`src/rtl/sdmr_pkg.sv`:
```
package sdmr_pkg;
  localparam int N_AREA = 2;
  localparam int AIDX_W = (N_AREA > 1) ? $clog2(N_AREA) : 1;

  typedef enum logic {
    ST_IDLE = 1'b0,
    ST_WAIT = 1'b1
  } mrs_st_t;
endpackage

```
`src/rtl/sdmr_win_dec.sv`:
```
module sdmr_win_dec
  import sdmr_pkg::*;
#(
  parameter int ADDR_W = 32,
  parameter int OFS_W = 12,
  parameter logic [OFS_W-1:0] MAX_OFS = 12'hFFC,
  parameter logic [N_AREA-1:0][ADDR_W-1:0] WIN_BASE = {32'hFFFF_E000, 32'hFFFF_D000}
) (
  input  logic [ADDR_W-1:0] addr_i,
  input  logic              wide_i,
  output logic              hit_o,
  output logic              ofs_ok_o,
  output logic [AIDX_W-1:0] area_o,
  output logic [OFS_W-1:0]  val_o
);
  logic [N_AREA-1:0] hit_v;
  logic [OFS_W-1:0]  ofs;

  assign ofs = addr_i[OFS_W-1:0];

  for (genvar k = 0; k < N_AREA; k++) begin : g_win
    assign hit_v[k] = (addr_i[ADDR_W-1:OFS_W] == WIN_BASE[k][ADDR_W-1:OFS_W]);
  end

  always_comb begin
    area_o = '0;
    for (int k = 0; k < N_AREA; k++)
      if (hit_v[k]) area_o = AIDX_W'(k);
  end

  assign hit_o    = |hit_v;
  assign ofs_ok_o = (ofs <= MAX_OFS);
  assign val_o    = wide_i ? (ofs >> 2) : (ofs >> 1);
endmodule

```
`src/rtl/sdmr_area_gate.sv`:
```
module sdmr_area_gate
  import sdmr_pkg::*;
#(
  parameter int ADDR_W = 32,
  parameter int AREA_SH = 26,
  parameter logic [N_AREA-1:0][ADDR_W-1:0] AREA_BASE = {32'h0C00_0000, 32'h0800_0000}
) (
  input  logic [ADDR_W-1:0] addr_i,
  input  logic [N_AREA-1:0] prog_i,
  output logic              blocked_o
);
  logic [N_AREA-1:0] in_area;

  for (genvar k = 0; k < N_AREA; k++) begin : g_area
    assign in_area[k] = (addr_i[ADDR_W-1:AREA_SH] == AREA_BASE[k][ADDR_W-1:AREA_SH]);
  end

  assign blocked_o = |(in_area & ~prog_i);
endmodule

```
`src/rtl/sdmr_cmd_fsm.sv`:
```
module sdmr_cmd_fsm
  import sdmr_pkg::*;
#(
  parameter int OFS_W = 12
) (
  input  logic              clk,
  input  logic              rst,
  input  logic              go_i,
  input  logic [AIDX_W-1:0] area_i,
  input  logic [OFS_W-1:0]  val_i,
  input  logic              ack_i,
  input  logic              blk_i,
  output logic              rdy_o,
  output logic              err_o,
  output logic              req_o,
  output logic [AIDX_W-1:0] area_o,
  output logic [OFS_W-1:0]  val_o,
  output logic [N_AREA-1:0] prog_o
);
  mrs_st_t st;

  always_ff @(posedge clk) begin
    if (rst) begin
      st     <= ST_IDLE;
      req_o  <= 1'b0;
      err_o  <= 1'b0;
      area_o <= '0;
      val_o  <= '0;
      prog_o <= '0;
    end else begin
      req_o <= 1'b0;
      err_o <= blk_i;
      case (st)
        ST_IDLE: if (go_i) begin
          st     <= ST_WAIT;
          req_o  <= 1'b1;
          area_o <= area_i;
          val_o  <= val_i;
        end
        ST_WAIT: if (ack_i) begin
          prog_o[area_o] <= 1'b1;
          st             <= ST_IDLE;
        end
        default: st <= ST_IDLE;
      endcase
    end
  end

  assign rdy_o = (st == ST_IDLE);
endmodule

```
`src/rtl/sdmr_mrs_dec.sv`:
```
module sdmr_mrs_dec
  import sdmr_pkg::*;
#(
  parameter int ADDR_W = 32,
  parameter int DATA_W = 32,
  parameter int OFS_W = 12,
  parameter logic [OFS_W-1:0] MAX_OFS = 12'hFFC,
  parameter int AREA_SH = 26,
  parameter logic [N_AREA-1:0][ADDR_W-1:0] WIN_BASE = {32'hFFFF_E000, 32'hFFFF_D000},
  parameter logic [N_AREA-1:0][ADDR_W-1:0] AREA_BASE = {32'h0C00_0000, 32'h0800_0000}
) (
  input  logic              clk,
  input  logic              rst,
  input  logic              bus_wide_i,
  input  logic              bus_req_i,
  input  logic              bus_we_i,
  input  logic [ADDR_W-1:0] bus_addr_i,
  input  logic [DATA_W-1:0] bus_wdata_i,
  output logic              bus_rdy_o,
  output logic              bus_err_o,
  output logic              fwd_req_o,
  output logic              fwd_we_o,
  output logic [ADDR_W-1:0] fwd_addr_o,
  output logic [DATA_W-1:0] fwd_wdata_o,
  output logic              mrs_req_o,
  output logic [AIDX_W-1:0] mrs_area_o,
  output logic [OFS_W-1:0]  mrs_val_o,
  input  logic              mrs_ack_i
);
  logic              wide_q;
  logic              win_hit, ofs_ok, blocked, acc;
  logic [AIDX_W-1:0] win_area;
  logic [OFS_W-1:0]  win_val;
  logic [N_AREA-1:0] prog_q;

  always_ff @(posedge clk) begin
    if (rst) wide_q <= bus_wide_i;
  end

  sdmr_win_dec #(
    .ADDR_W(ADDR_W), .OFS_W(OFS_W), .MAX_OFS(MAX_OFS), .WIN_BASE(WIN_BASE)
  ) u_win (
    .addr_i(bus_addr_i), .wide_i(wide_q), .hit_o(win_hit),
    .ofs_ok_o(ofs_ok), .area_o(win_area), .val_o(win_val)
  );

  sdmr_area_gate #(
    .ADDR_W(ADDR_W), .AREA_SH(AREA_SH), .AREA_BASE(AREA_BASE)
  ) u_gate (
    .addr_i(bus_addr_i), .prog_i(prog_q), .blocked_o(blocked)
  );

  assign acc = bus_req_i & bus_rdy_o;

  sdmr_cmd_fsm #(.OFS_W(OFS_W)) u_fsm (
    .clk(clk), .rst(rst),
    .go_i(acc & bus_we_i & win_hit & ofs_ok),
    .area_i(win_area), .val_i(win_val), .ack_i(mrs_ack_i),
    .blk_i(acc & ~win_hit & blocked),
    .rdy_o(bus_rdy_o), .err_o(bus_err_o), .req_o(mrs_req_o),
    .area_o(mrs_area_o), .val_o(mrs_val_o), .prog_o(prog_q)
  );

  assign fwd_req_o   = acc & ~win_hit & ~blocked;
  assign fwd_we_o    = bus_we_i;
  assign fwd_addr_o  = bus_addr_i;
  assign fwd_wdata_o = bus_wdata_i;
endmodule

```
`config.mk`:
```
export PLATFORM = sky130hd
export DESIGN_NAME = sdmr_mrs_dec
export DESIGN_NICKNAME = d
export VERILOG_FILES = /design/src/rtl/sdmr_pkg.sv /design/src/rtl/sdmr_win_dec.sv /design/src/rtl/sdmr_area_gate.sv /design/src/rtl/sdmr_cmd_fsm.sv /design/src/rtl/sdmr_mrs_dec.sv
export SDC_FILE = /design/constraint.sdc
export NUM_CORES = 1
export LEC_CHECK = 0
export BUFFER_PORTS_ARGS = -buffer_cell sky130_fd_sc_hd__clkbuf_2
export CAP_MARGIN = 10
export CORE_MARGIN = 3
export CORE_UTILIZATION = 38
export DETAILED_ROUTE_END_ITERATION = 8
export GPL_TIMING_DRIVEN = 0
export PLACE_DENSITY = 0.91
export SYNTH_ARGS = -nofsm -noshare
export SYNTH_HDL_FRONTEND = slang
export SYNTH_SLANG_ARGS = --single-unit
```
`constraint.sdc`:
```
create_clock -name clk -period 4.8 [get_ports clk]
set_clock_uncertainty 0.2 [all_clocks]
set_input_delay 0.48 -clock clk [delete_from_list [all_inputs] [get_ports clk]]
set_output_delay 0.48 -clock clk [all_outputs]
set_load 0.02 [all_outputs]
```
==> results <==
- For this configuration, the core starts out at a cell density of 41.58%.
- The average wire per cell in the routed design is 12.95 um.
- The final weighted congestion in routability-driven placement is 0.8628.
- After clock tree synthesis, the flow added hold-fix buffers numbering 0.
- Entering global routing, the biggest net connects 11 pins.
- The unique cell type count in the Yosys netlist is 29.
- Clock latency on the worst-skew pair, taken at its later pin, is 250 ps.
- The startpoint type of the worst setup path is an input port.
- The fraction of the core area covered by cells at the end of the flow is 61.55%.
- The register area share after synthesis is 25.30%.
- Among all stages on the critical path, the largest delay is contributed by sky130_fd_sc_hd__or4_4.
- The remaining number of nets flagged by the antenna check after routing is 0.
- The remaining global-route overflow is 0.
- The antenna diode instance count is 0.
- The via count of the first global-routing pass is 1487.
- The root buffer cell chosen for the clock tree is sky130_fd_sc_hd__clkbuf_8.
- The number of buffers and inverters on the critical path is 2.
- The first global-routing pass estimated 6.410 mm of wire.
- The final-report setup violation count is 0.
- The first-pass detailed-route iteration total is 4.
- The top cell type's share of synthesized area is 34.87%.
- TritonCTS built the clock tree.
- The required time of the critical path is 4120 ps.
- In this run the worst path has a maximum fanout of 3.
- The kind of cell with the highest combined delay along the critical path is simple AND/OR/NAND/NOR gates.
- The number of antenna violations at the first check in global routing was 0.
- The instance count of the mapped netlist is 172.
- The smallest clock period supported by the final layout is computed as 2442 ps.
- The total clock buffers created by CTS is 3.
- The final number of hold-violating endpoints is 0.
- The highest clock frequency the design can meet is 0.4094 GHz.
- The clock slew at the register clock pins of the worst setup and hold paths is 70 ps.
- The wire length after detailed routing is 4.403 mm.
- The worst hold slack after final layout is 204.5 ps.
- The layout cell share with drive strength beyond 1 is 71.09%.
- The iteration-0 DRC count of the detailed router is 41.
- After detailed routing, the number of vias per cell comes to 4.732.
- The initialized floorplan defines 21 standard-cell rows.
- After synthesis, the most frequently instantiated cells are sky130_fd_sc_hd__buf_4, sky130_fd_sc_hd__dfxtp_1, sky130_fd_sc_hd__a31oi_1, sky130_fd_sc_hd__nor3_1, sky130_fd_sc_hd__nor4_1.
- Global routing used 18.08% of the available tracks.
- The die covers 0.004633 mm^2.
- In this run the worst hold path is classified as in -> reg.
- The slew at the pin closest to its max-slew limit is 774.1 ps.
- The largest single stage delay on the critical path is 530 ps.
- The die width is 68.07 um.
- The synthesized design contains 18 register bits.
- The total area inside the core boundary comes to 0.003521 mm^2.
- The critical path in this run is classified as in -> out.
- Setup repair after global routing left no endpoint under its margin.
- The peak supply drop is 0.0001592 V.
- The run finished with clean final reports.
- The prevailing post-synth register cell is sky130_fd_sc_hd__dfxtp_1.
- The half-perimeter wire length of the detailed placement result is 3.762 mm.
- The fill cell instance count of the final layout is 310.
- The total of buffers placed on input and output ports is 118.
- The ratio of total power to cell area is 198.6 mW/mm^2.
- The post-synth design cell area is 0.001464 mm^2.
- The synthesized netlist net count is 242.
- For this run, asynchronously set or reset flops after synthesis account for 0%.
- Among all cell types in the netlist, the one instantiated most often is sky130_fd_sc_hd__buf_4.
- In this run the vertical extent of the chip is 68.07 um.
- The mean cell area of the mapped netlist is 8.511 um^2.
- The number of pins exceeding their max-slew limit in the final report is 0.
- Walking the worst path, the cells encountered are clkbuf_2, xnor2_1, or4_4, o21ai_0, nor2b_1, clkbuf_2.
- The fraction of the cycle the final worst path needs is 50.88%.
- Measured against its own limit, the worst slew margin works out to 48.31%.
- The net total in the final layout is 365.
- The clock passes through at most 2 buffers.
- The number of clock sinks is 18.
- The critical path capture point type is an output pin.
- The leakage power total is 1.143 nW.
- The number of resized instances in the post-cts repair step is 0.
- Across the whole layout, storage elements account for 370.4 um^2.
- After synthesis, the cell types taking the most area are sky130_fd_sc_hd__buf_4, sky130_fd_sc_hd__dfxtp_1, sky130_fd_sc_hd__mux2_2, sky130_fd_sc_hd__a31oi_1, sky130_fd_sc_hd__nor4_1.
- The overall power consumption is 0.0004303 W.
- The total setup buffers inserted after CTS is 0.
- Detailed routing inserted a total of 1609 vias.
- In this run the count of I/O pins placed on the die edge is 152.
- The area growth from synthesis to layout is 48.03%.
- STA puts the critical path data arrival time at 1760 ps.
- The count of flip-flops with a built-in enable after synthesis is 1.
- In the routed design, unresolved DRC markers number 0.
- The multi-input combinational cells in the finished layout cover a total of 540.5 um^2.
- The cell type contributing the most total cell area after synthesis is sky130_fd_sc_hd__buf_4.
- Across the run, the number of max-cap violations was 0.
- The sum of negative setup slack is 0 ps.
- The Yosys step of the flow raised 0 warnings.
- The H-tree depth is 1.
- The most numerous cell type found on the critical path is sky130_fd_sc_hd__clkbuf_2.
## cell usage in the layout (no fill, tap or decap), drive strengths merged
cell	instances
mux2i	3
nor2b	2
mux2	10
nand3	2
nor3	12
or3	1
nand2	3
conb	1
nand2b	3
or3b	1
o211ai	1
a21oi	1
dfxtp	17
nor4	12
buf	73
inv	2
or4b	1
nand4	5
clkbuf	123
o311ai	1
a31oi	12
o311a	1
nor2	3
edfxtp	1
xnor2	1
o21ai	1
or4	1
## through the flow
stage | setup slack [ps] | cells | cell area, um^2
after floorplan | 2643 | 172 | 1464
after global placement | 2340 | 336 | 2112
after detailed placement | 2348 | 336 | 2112
after CTS | 2343 | 340 | 2167
after global routing | 2257 | 340 | 2167
final | 2358 | 340 | 2167
## cell type report
| cell class | instances | area share (%) |
|---|---|---|
| plain buffers | 74 | 25.17 |
| clock buffers | 4 | 2.540 |
| well taps | 46 | 2.656 |
| flip-flops and latches | 18 | 17.09 |
| repair buffers | 118 | 27.25 |
| inverters | 2 | 0.3464 |
| multi-input cells | 78 | 24.94 |
## layer usage
layer	track usage (%)	vias to the layer above	share of wire [%]
met2	34.54	107	54
met5	0	-	0
met1	19.15	709	33
met3	5.090	4	11
met4	4.715	0	0.91
li1	-	789	-
## worst register-to-register path, delay by kind of cell, from the launching register on
| family | cells | cell delay, ps |
|---|---|---|
| AO/OA/AOI/OAI | 1 | 320 |
| flip-flops | 1 | 350 |
| AND/OR/NAND/NOR | 3 | 740 |
## flip-flops by register name, summed over array words and instances (netlist names)
register and count:
u_fsm.err_o 1, u_fsm.prog_o 2, wide_q 1, u_fsm.area_o 1
u_fsm.st 1, u_fsm.val_o 11, u_fsm.req_o 1
## worst paths after layout
| kind | from | endpoint | slack, ps | depth (start not counted) |
|---|---|---|---|---|
| worst min register to register | u_fsm.prog_o[0] | u_fsm.prog_o[0] | 280 | 2 |
| worst max-delay path | bus_addr_i[13] | fwd_req_o | 2360 | 6 |
| worst min-delay path | bus_wide_i | wide_q | 200 | 1 |
| worst max register to register | u_fsm.st | u_fsm.val_o[4] | 3070 | 4 |
## report_power, final
part	switching (W)	internal [W]	total, W
clock	0.0000491	0.0000728	0.000122
sequential	0.000000350	0.000151	0.000152
combinational	0.0000808	0.0000759	0.000157
total	0.000130	0.000300	0.000430
## logic make-up after synthesis
| group | count (synthesis) | synth area share [%] |
|---|---|---|
| mux | 13 | 9.744 |
| flops | 18 | 25.30 |
| buf+inv | 76 | 37.78 |
| simple gates | 46 | 18.21 |
| compound gates | 17 | 8.119 |
| other cells | 1 | 0.2562 |
| xor+xnor | 1 | 0.5984 |
Note: power is estimated with default switching activity, not from simulation.
